## src/rtl/cic_pkg.sv

```systemverilog
// Shared types for the cache inclusion controller.
// Assumes: one request in flight; all addresses are line addresses.
package cic_pkg;
    typedef enum logic [1:0] {
        OP_NONE,
        OP_INSTALL,
        OP_INVAL,
        OP_MARK
    } tag_op_e;

    typedef enum logic [3:0] {
        S_IDLE,
        S_LOOKUP,
        S_MEMRD,
        S_L3FILL,
        S_INVAL,
        S_MEMWR,
        S_L2FILL,
        S_L1FILL,
        S_FIN
    } cic_state_e;

    localparam logic [1:0] SRC_L1  = 2'd0;
    localparam logic [1:0] SRC_L2  = 2'd1;
    localparam logic [1:0] SRC_L3  = 2'd2;
    localparam logic [1:0] SRC_MEM = 2'd3;
endpackage

```

## src/rtl/cic_tag_array.sv

```systemverilog
// Direct-mapped tag array holding full line numbers with valid and dirty bits.
// One combinational lookup port reports hit and the occupant of the indexed
// set; one operation port installs, invalidates or marks dirty per cycle.
// Assumes: LINE_W >= 2*IDX_W when FOLD is set.
module cic_tag_array
    import cic_pkg::*;
#(
    parameter int SETS   = 8,
    parameter int LINE_W = 26,
    parameter bit FOLD   = 1'b0
) (
    input  logic              clk,
    input  logic              rst_n,
    input  logic [LINE_W-1:0] lk_line,
    output logic              lk_hit,
    output logic              occ_valid,
    output logic              occ_dirty,
    output logic [LINE_W-1:0] occ_line,
    input  tag_op_e           op,
    input  logic [LINE_W-1:0] op_line,
    input  logic              op_dirty
);
    localparam int IDX_W = $clog2(SETS);

    logic              valid_q [SETS];
    logic              dirty_q [SETS];
    logic [LINE_W-1:0] tag_q   [SETS];
    logic [IDX_W-1:0]  lk_idx;
    logic [IDX_W-1:0]  op_idx;

    // Index function: plain low bits, or low bits folded with the next field.
    generate
        if (FOLD) begin : g_fold
            assign lk_idx = lk_line[IDX_W-1:0] ^ lk_line[2*IDX_W-1:IDX_W];
            assign op_idx = op_line[IDX_W-1:0] ^ op_line[2*IDX_W-1:IDX_W];
        end else begin : g_plain
            assign lk_idx = lk_line[IDX_W-1:0];
            assign op_idx = op_line[IDX_W-1:0];
        end
    endgenerate

    // Lookup: compare the stored line and expose the occupant for victim use.
    always_comb begin
        occ_valid = valid_q[lk_idx];
        occ_dirty = dirty_q[lk_idx];
        occ_line  = tag_q[lk_idx];
        lk_hit    = valid_q[lk_idx] && (tag_q[lk_idx] == lk_line);
    end

    // Update: apply one operation per cycle, clear everything on reset.
    always_ff @(posedge clk) begin
        if (!rst_n) begin
            for (int s = 0; s < SETS; s++) begin
                valid_q[s] <= 1'b0;
                dirty_q[s] <= 1'b0;
                tag_q[s]   <= '0;
            end
        end else begin
            case (op)
                OP_INSTALL: begin
                    valid_q[op_idx] <= 1'b1;
                    dirty_q[op_idx] <= op_dirty;
                    tag_q[op_idx]   <= op_line;
                end
                OP_INVAL: begin
                    if (valid_q[op_idx] && tag_q[op_idx] == op_line) begin
                        valid_q[op_idx] <= 1'b0;
                        dirty_q[op_idx] <= 1'b0;
                    end
                end
                OP_MARK: begin
                    if (valid_q[op_idx] && tag_q[op_idx] == op_line)
                        dirty_q[op_idx] <= 1'b1;
                end
                default: ;
            endcase
        end
    end
endmodule

```

## src/rtl/cache_incl_ctrl.sv

```systemverilog
// Sequencer for a private first level, a non-inclusive private second level
// and an inclusive shared third level. It probes the levels nearest first and
// fills the outer level first. Victims of the third level are back-invalidated
// in the private levels before any memory write-back.
// Assumes: one request at a time; memory answers every read with mem_rd_done.
module cache_incl_ctrl
    import cic_pkg::*;
#(
    parameter int ADDR_W     = 32,
    parameter int LINE_BYTES = 64,
    parameter int L1_SETS    = 8,
    parameter int L2_SETS    = 16,
    parameter int L3_SETS    = 32,
    localparam int LINE_W    = ADDR_W - $clog2(LINE_BYTES)
) (
    input  logic              clk,
    input  logic              rst_n,
    input  logic              req_valid,
    input  logic [LINE_W-1:0] req_line,
    input  logic              req_pf,
    input  logic              req_wr,
    output logic              busy,
    output logic              done,
    output logic [1:0]        done_src,
    output logic              done_pf,
    output logic              mem_rd_valid,
    output logic [LINE_W-1:0] mem_rd_line,
    input  logic              mem_rd_done,
    output logic              mem_wr_valid,
    output logic [LINE_W-1:0] mem_wr_line,
    output logic              inv_valid,
    output logic [LINE_W-1:0] inv_line,
    output logic              inv_l1,
    output logic              inv_l2
);
    localparam int NLV = 3;

    cic_state_e        state_q;
    logic [LINE_W-1:0] line_q, vic_q;
    logic              pf_q, wr_q, inv1_q, inv2_q, wb_q;
    logic [1:0]        src_q;

    logic [NLV-1:0]    lk_hit, occ_valid, occ_dirty, op_dirty;
    logic [LINE_W-1:0] lk_line  [NLV];
    logic [LINE_W-1:0] occ_line [NLV];
    logic [LINE_W-1:0] op_line  [NLV];
    tag_op_e           op       [NLV];

    // One tag array per level; the second level uses the folded index.
    for (genvar lv = 0; lv < NLV; lv++) begin : g_lvl
        localparam int LV_SETS = (lv == 0) ? L1_SETS : (lv == 1) ? L2_SETS : L3_SETS;
        cic_tag_array #(.SETS(LV_SETS), .LINE_W(LINE_W), .FOLD(lv == 1)) u_tags (
            .clk      (clk),
            .rst_n    (rst_n),
            .lk_line  (lk_line[lv]),
            .lk_hit   (lk_hit[lv]),
            .occ_valid(occ_valid[lv]),
            .occ_dirty(occ_dirty[lv]),
            .occ_line (occ_line[lv]),
            .op       (op[lv]),
            .op_line  (op_line[lv]),
            .op_dirty (op_dirty[lv])
        );
    end

    // Lookup steering: the request line, or a victim probed in another level.
    always_comb begin
        for (int l = 0; l < NLV; l++) lk_line[l] = line_q;
        if (state_q == S_L3FILL) begin
            lk_line[0] = occ_line[2];
            lk_line[1] = occ_line[2];
        end else if (state_q == S_L1FILL) begin
            lk_line[1] = occ_line[0];
        end
    end

    // Tag operations issued by each state.
    always_comb begin
        for (int l = 0; l < NLV; l++) begin
            op[l]      = OP_NONE;
            op_line[l] = line_q;
        end
        op_dirty = '0;
        case (state_q)
            S_LOOKUP: if (lk_hit[0] && wr_q) op[0] = OP_MARK;
            S_L3FILL: op[2] = OP_INSTALL;
            S_INVAL: begin
                op[0] = OP_INVAL;  op_line[0] = vic_q;
                op[1] = OP_INVAL;  op_line[1] = vic_q;
            end
            S_L2FILL: begin
                op[1] = OP_INSTALL;
                if (occ_valid[1] && occ_dirty[1]) begin
                    op[2] = OP_MARK;  op_line[2] = occ_line[1];
                end
            end
            S_L1FILL: begin
                op[0]       = OP_INSTALL;
                op_dirty[0] = wr_q;
                if (occ_valid[0] && occ_dirty[0]) begin
                    if (lk_hit[1]) begin
                        op[1] = OP_MARK;  op_line[1] = occ_line[0];
                    end else begin
                        op[2] = OP_MARK;  op_line[2] = occ_line[0];
                    end
                end
            end
            default: ;
        endcase
    end

    // Sequencer: accept, probe, fetch, fill outermost first, then complete.
    always_ff @(posedge clk) begin
        if (!rst_n) begin
            state_q <= S_IDLE;
            line_q  <= '0;
            vic_q   <= '0;
            pf_q    <= 1'b0;
            wr_q    <= 1'b0;
            inv1_q  <= 1'b0;
            inv2_q  <= 1'b0;
            wb_q    <= 1'b0;
            src_q   <= SRC_L1;
        end else begin
            case (state_q)
                S_IDLE: if (req_valid) begin
                    line_q  <= req_line;
                    pf_q    <= req_pf;
                    wr_q    <= req_wr;
                    state_q <= S_LOOKUP;
                end
                S_LOOKUP: begin
                    if (lk_hit[0])      begin src_q <= SRC_L1;  state_q <= S_FIN;    end
                    else if (lk_hit[1]) begin src_q <= SRC_L2;  state_q <= S_L1FILL; end
                    else if (lk_hit[2]) begin src_q <= SRC_L3;  state_q <= S_L2FILL; end
                    else                begin src_q <= SRC_MEM; state_q <= S_MEMRD;  end
                end
                S_MEMRD: if (mem_rd_done) state_q <= S_L3FILL;
                S_L3FILL: begin
                    vic_q  <= occ_line[2];
                    inv1_q <= occ_valid[2] && lk_hit[0];
                    inv2_q <= occ_valid[2] && lk_hit[1];
                    wb_q   <= occ_valid[2] && (occ_dirty[2] || (lk_hit[0] && occ_dirty[0])
                                               || (lk_hit[1] && occ_dirty[1]));
                    if (occ_valid[2] && (lk_hit[0] || lk_hit[1])) state_q <= S_INVAL;
                    else if (occ_valid[2] && occ_dirty[2])        state_q <= S_MEMWR;
                    else                                          state_q <= S_L2FILL;
                end
                S_INVAL:  state_q <= wb_q ? S_MEMWR : S_L2FILL;
                S_MEMWR:  state_q <= S_L2FILL;
                S_L2FILL: state_q <= S_L1FILL;
                S_L1FILL: state_q <= S_FIN;
                S_FIN:    state_q <= S_IDLE;
                default:  state_q <= S_IDLE;
            endcase
        end
    end

    // Port drive derived from state and latched request data.
    always_comb begin
        busy         = (state_q != S_IDLE);
        done         = (state_q == S_FIN);
        done_src     = src_q;
        done_pf      = pf_q;
        mem_rd_valid = (state_q == S_MEMRD);
        mem_rd_line  = line_q;
        mem_wr_valid = (state_q == S_MEMWR);
        mem_wr_line  = vic_q;
        inv_valid    = (state_q == S_INVAL);
        inv_line     = vic_q;
        inv_l1       = inv1_q;
        inv_l2       = inv2_q;
    end
endmodule

```

## config.mk

```make
export PLATFORM = sky130hd
export DESIGN_NAME = cache_incl_ctrl
export DESIGN_NICKNAME = d
export VERILOG_FILES = /design/src/rtl/cic_pkg.sv /design/src/rtl/cic_tag_array.sv /design/src/rtl/cache_incl_ctrl.sv
export SDC_FILE = /design/constraint.sdc
export NUM_CORES = 2
export LEC_CHECK = 0
export BUFFER_PORTS_ARGS = -buffer_cell sky130_fd_sc_hd__buf_2
export CORE_ASPECT_RATIO = 0.75
export CORE_UTILIZATION = 48
export DETAILED_ROUTE_END_ITERATION = 8
export HOLD_SLACK_MARGIN = 0.1
export PLACE_DENSITY_LB_ADDON = 0.05
export REMOVE_ABC_BUFFERS = 1
export SYNTH_ARGS = -nofsm -noshare
export SYNTH_HDL_FRONTEND = slang
export SYNTH_SLANG_ARGS = --single-unit
```

## constraint.sdc

```tcl
create_clock -name clk -period 11.91 [get_ports clk]
set_input_delay 0.5955 -clock clk [delete_from_list [all_inputs] [get_ports clk]]
set_output_delay 0.5955 -clock clk [all_outputs]
set_load 0.05 [all_outputs]
```

==> key figures <==
Route
  • DRC: 0
  • WL per Instance: 36.15 um
  • DR iter-0 viols: 12,880
  • Vias per cell: roughly 6.8
  • DR pass1 iterations: 6
  • Detail Route Antenna Nets: 0
  • Routed WL: 395,400 um
  • Via Count: 74,170

GRT
  • Initial antenna violation count: 18
  • Overflow after GRT: 0
  • All-layer global routing usage: 0.4232
  • First-pass GRT wire length: 542,700 um
  • Pin count of the biggest net entering global routing: slightly above 90
  • Vias in the first global route: 67,870

Worst setup path
  • CP top delay family: compound AO/OA/AOI/OAI gates
  • CP Buf/Inv Count: 7
  • Setup CP Type: register to register
  • Slowest-stage cell, CP: or4_1
  • Critical Path AT: 12,800 ps
  • Worst Path Max Fanout: 57
  • Crit path top cell by count: buf_4
  • Worst EP required: between 10,000 and 15,000 ps
  • Setup crit start kind: register
  • Crit. End Element: register
  • Max incr delay on CP: approximately 780 ps

STA
  • Crit path time final: 12,080 ps
  • Slew margin rel.: 0.02126
  • Hold violation count in the final report: 0
  • Slew @ Worst Pin: 1427 ps
  • Final Max Slew Viols: 0
  • Unrepaired setup endpoints after global routing: false
  • Ratio of final minimum period to clock period: 1.014
  • Clock Skew: 38.93 ps
  • Final WS setup: -170.0 ps
  • FMAX: 0.08278 GHz
  • Final setup viols: 32
  • Hold_ws: 151.0 ps

Synthesis
  • Distinct cells, synth: roughly 110
  • Mux cell area share after synthesis: 0.1393
  • Register area share after synthesis: 0.5409
  • Mapped Area: 87,500 sq um
  • Post-synth EDFFs: 1,456
  • Synth Area in Compound Gates: 0.07867
  • Share of the synthesized area in the top cell type: 0.4997
  • Adder-Cell Fraction of Synth Area: 0
  • Top_reg_cell synth: edfxtp_1
  • Async S/R FF share, synth: 0
  • Synth top area cells: edfxtp_1 (50%), mux4_2 (8.9%), nor2_1 (6.5%)
  • Largest family of logic cells by synthesized area: simple AND/OR/NAND/NOR gates
  • Instance count of the mapped netlist: 8,160
  • Most area-hungry cell type in the Yosys netlist: edfxtp_1
  • Synth Area in Simple Gates: 0.1822
  • Xor/xnor share of the synthesized area: 0.01559
  • Per-instance average area after synthesis: 10.72 sq um
  • Seq cells post-synth: roughly 1,600
  • Yosys warns: 0

Die
  • # rows: between 100 and 150
  • Die width: 495.0 um
  • Starting Density: 0.4841
  • Die ar.: about 180,000 sq um
  • Core area: 180,700 sq um
  • Die Y-Extent: 371.8 um
  • I/O Pins: 120

Clock network
  • Maximum root-to-sink buffer count: 3
  • CTS sink cnt: 1,636
  • Clock Pin Slew Worst Setup and Hold Paths: 70 ps
  • Root Driver: clkbuf_16
  • Worst skew pair latency: 840 ps
  • CTS Buf Count: 172
  • H-tree levels: 4
  • CTS tree: yes

Finish
  • Layout area overhead: 13.72%
  • Nets: 8,421
  • Layout cells sized above 1: 0.1748
  • Footprint of the multi-input gates: ~37,000 sq um
  • Final instance area: 99,500 sq um
  • Layout fillers: around 16,000
  • FF+latch area: about 47,000 sq um

Status
  • Status: finished, violations left
  • Failing checks: setup timing

Power
  • VDD IR max: 0.1615 mV
  • Static leakage: 0.03529 uW
  • PD cells: 196.6 nW/um^2
  • Power Total: 19,560 uW

Run
  • Max_cap viols: 0

Worst hold path
  • HP Class: input port to register

Placed design
  • Buffers on Ports: 119
  • HPWL after DPL: approximately 260,000 um
  • Cell Area, Placed: 93,620 sq um
  • RePlAce Congestion: ~1.0
  • Setup WS pre-CTS: 3.430 ps
==> stage by stage <==
stage / util / setup TNS [ps] / std cells
detailed placement: 0.5180 / 0 / 10590
finish: 0.5506 / -2731 / 10940
global route: 0.5505 / 0 / 10940
CTS: 0.5503 / 0 / 10930
global placement: 0.5180 / 0 / 10590
floorplan: - / - / 7517
==> worst paths after layout <==
check / slack (ps) / endpoint / startpoint / cells after the start
worst max-delay path: -170 / g_lvl[2].u_tags.dirty_q[28]$_DFF_P_ / register / 32
worst min-delay path: 150 / mem_rd_line[13]$_SDFFE_PN0P_ / req_line[13] / 3
worst max register to register: -170 / g_lvl[2].u_tags.dirty_q[28]$_DFF_P_ / register / 32
worst min register to register: 460 / g_lvl[2].u_tags.valid_q[25]$_DFF_P_ / g_lvl[2].u_tags.valid_q[25]$_DFF_P_ / 2
==> cell families (layout without fill, tap and decap cells) <==
| kind of cell | Yosys count | in the layout |
|---|---|---|
| and+or+nand+nor | 3762 | 3762 |
| DFF | 1636 | 1636 |
| AOI/OAI and AO/OA | 983 | 983 |
| buffers and inverters | 845 | 1133 |
| muxes | 779 | 779 |
| xor gates and xnor gates | 154 | 154 |
| other | 1 | 94 |
==> where the power goes <==
part	switching (uW)	internal, uW	leakage (uW)	total, uW
Clock	2480	3110	0.00275	5580
Combinational	4970	2340	0.0161	7310
Sequential	209	6460	0.0164	6670
Total	7650	11900	0.0353	19600
==> synthesized netlist by cell type, drive strengths merged (65+ instances only) <==
library cell	count
a21oi	155
a22oi	65
a31oi	81
and3	102
buf	278
clkbuf	456
dfxtp	180
edfxtp	1456
inv	111
mux2i	413
mux4	348
nand2	1368
nand3	419
nand4	110
nor2	1518
nor4	78
o21ai	131
o22ai	177
xnor2	89
xor2	65
==> tightest hold or removal path: cells and delay by family <==
kind	cells	cell delay [ps]
AO/OA/AOI/OAI	1	70
AND/OR/NAND/NOR	1	80
buffers and inverters	1	170
==> per-layer routing <==
layer  track usage  part of all wire
met5             0           0.00033
met4        0.2200             0.061
met3        0.1275              0.14
met2        0.6081              0.42
met1        0.5768              0.38
==> layout make-up <==
class,instances,area share
Sequential cell,1636,0.4758
Multi-Input combinational cell,5770,0.3758
Timing Repair Buffer,698,0.05733
Clock buffer,216,0.04596
Tap cell,2397,0.03014
Clock inverter,108,0.01079
Inverter,111,0.004187
Antenna cell,2,0.00005030
==> cells in the final DEF (no fill, tap or decap), drive strengths merged, types with 24 or more instances in the layout <==
cell / netlist / final
a21boi: 42 / 42
a22oi: 65 / 65
dfxtp: 180 / 180
mux4: 348 / 348
edfxtp: 1456 / 1456
o211ai: 30 / 30
nand2: 1368 / 1368
buf: 278 / 679
nand4: 110 / 110
a211oi: 25 / 25
a21oi: 155 / 155
inv: 111 / 121
nor4: 78 / 78
or3: 27 / 27
conb: 1 / 92
o31ai: 47 / 47
o21ai: 131 / 131
o22ai: 177 / 177
clkbuf: 456 / 216
xor2: 65 / 65
nor3: 50 / 50
nand3: 419 / 419
a2111oi: 25 / 25
a32oi: 37 / 37
and2: 24 / 24
xnor2: 89 / 89
or4: 24 / 24
nor2: 1518 / 1518
and3: 102 / 102
mux2i: 413 / 413
a31oi: 81 / 81
clkinv: 0 / 73
==> repair_timing <==
item | in CTS | in global routing
endpoints found under the setup margin | 28 | 36
buffers inserted | 0 | 2
hold buffers | 19 | 0
gates resized for setup | 2 | 4
hold endpoints to repair | 19 | 0
==> sequential cells by signal, summed over array words and instances (netlist names), 2 cells and up, named ones only <==
register	flops
mem_rd_line	26
state_q	4
g_lvl.u_tags.tag_q	1456
g_lvl.u_tags.dirty_q	56
inv_line	26
g_lvl.u_tags.valid_q	56
done_src	2
Power figures use the tool's default switching activity.
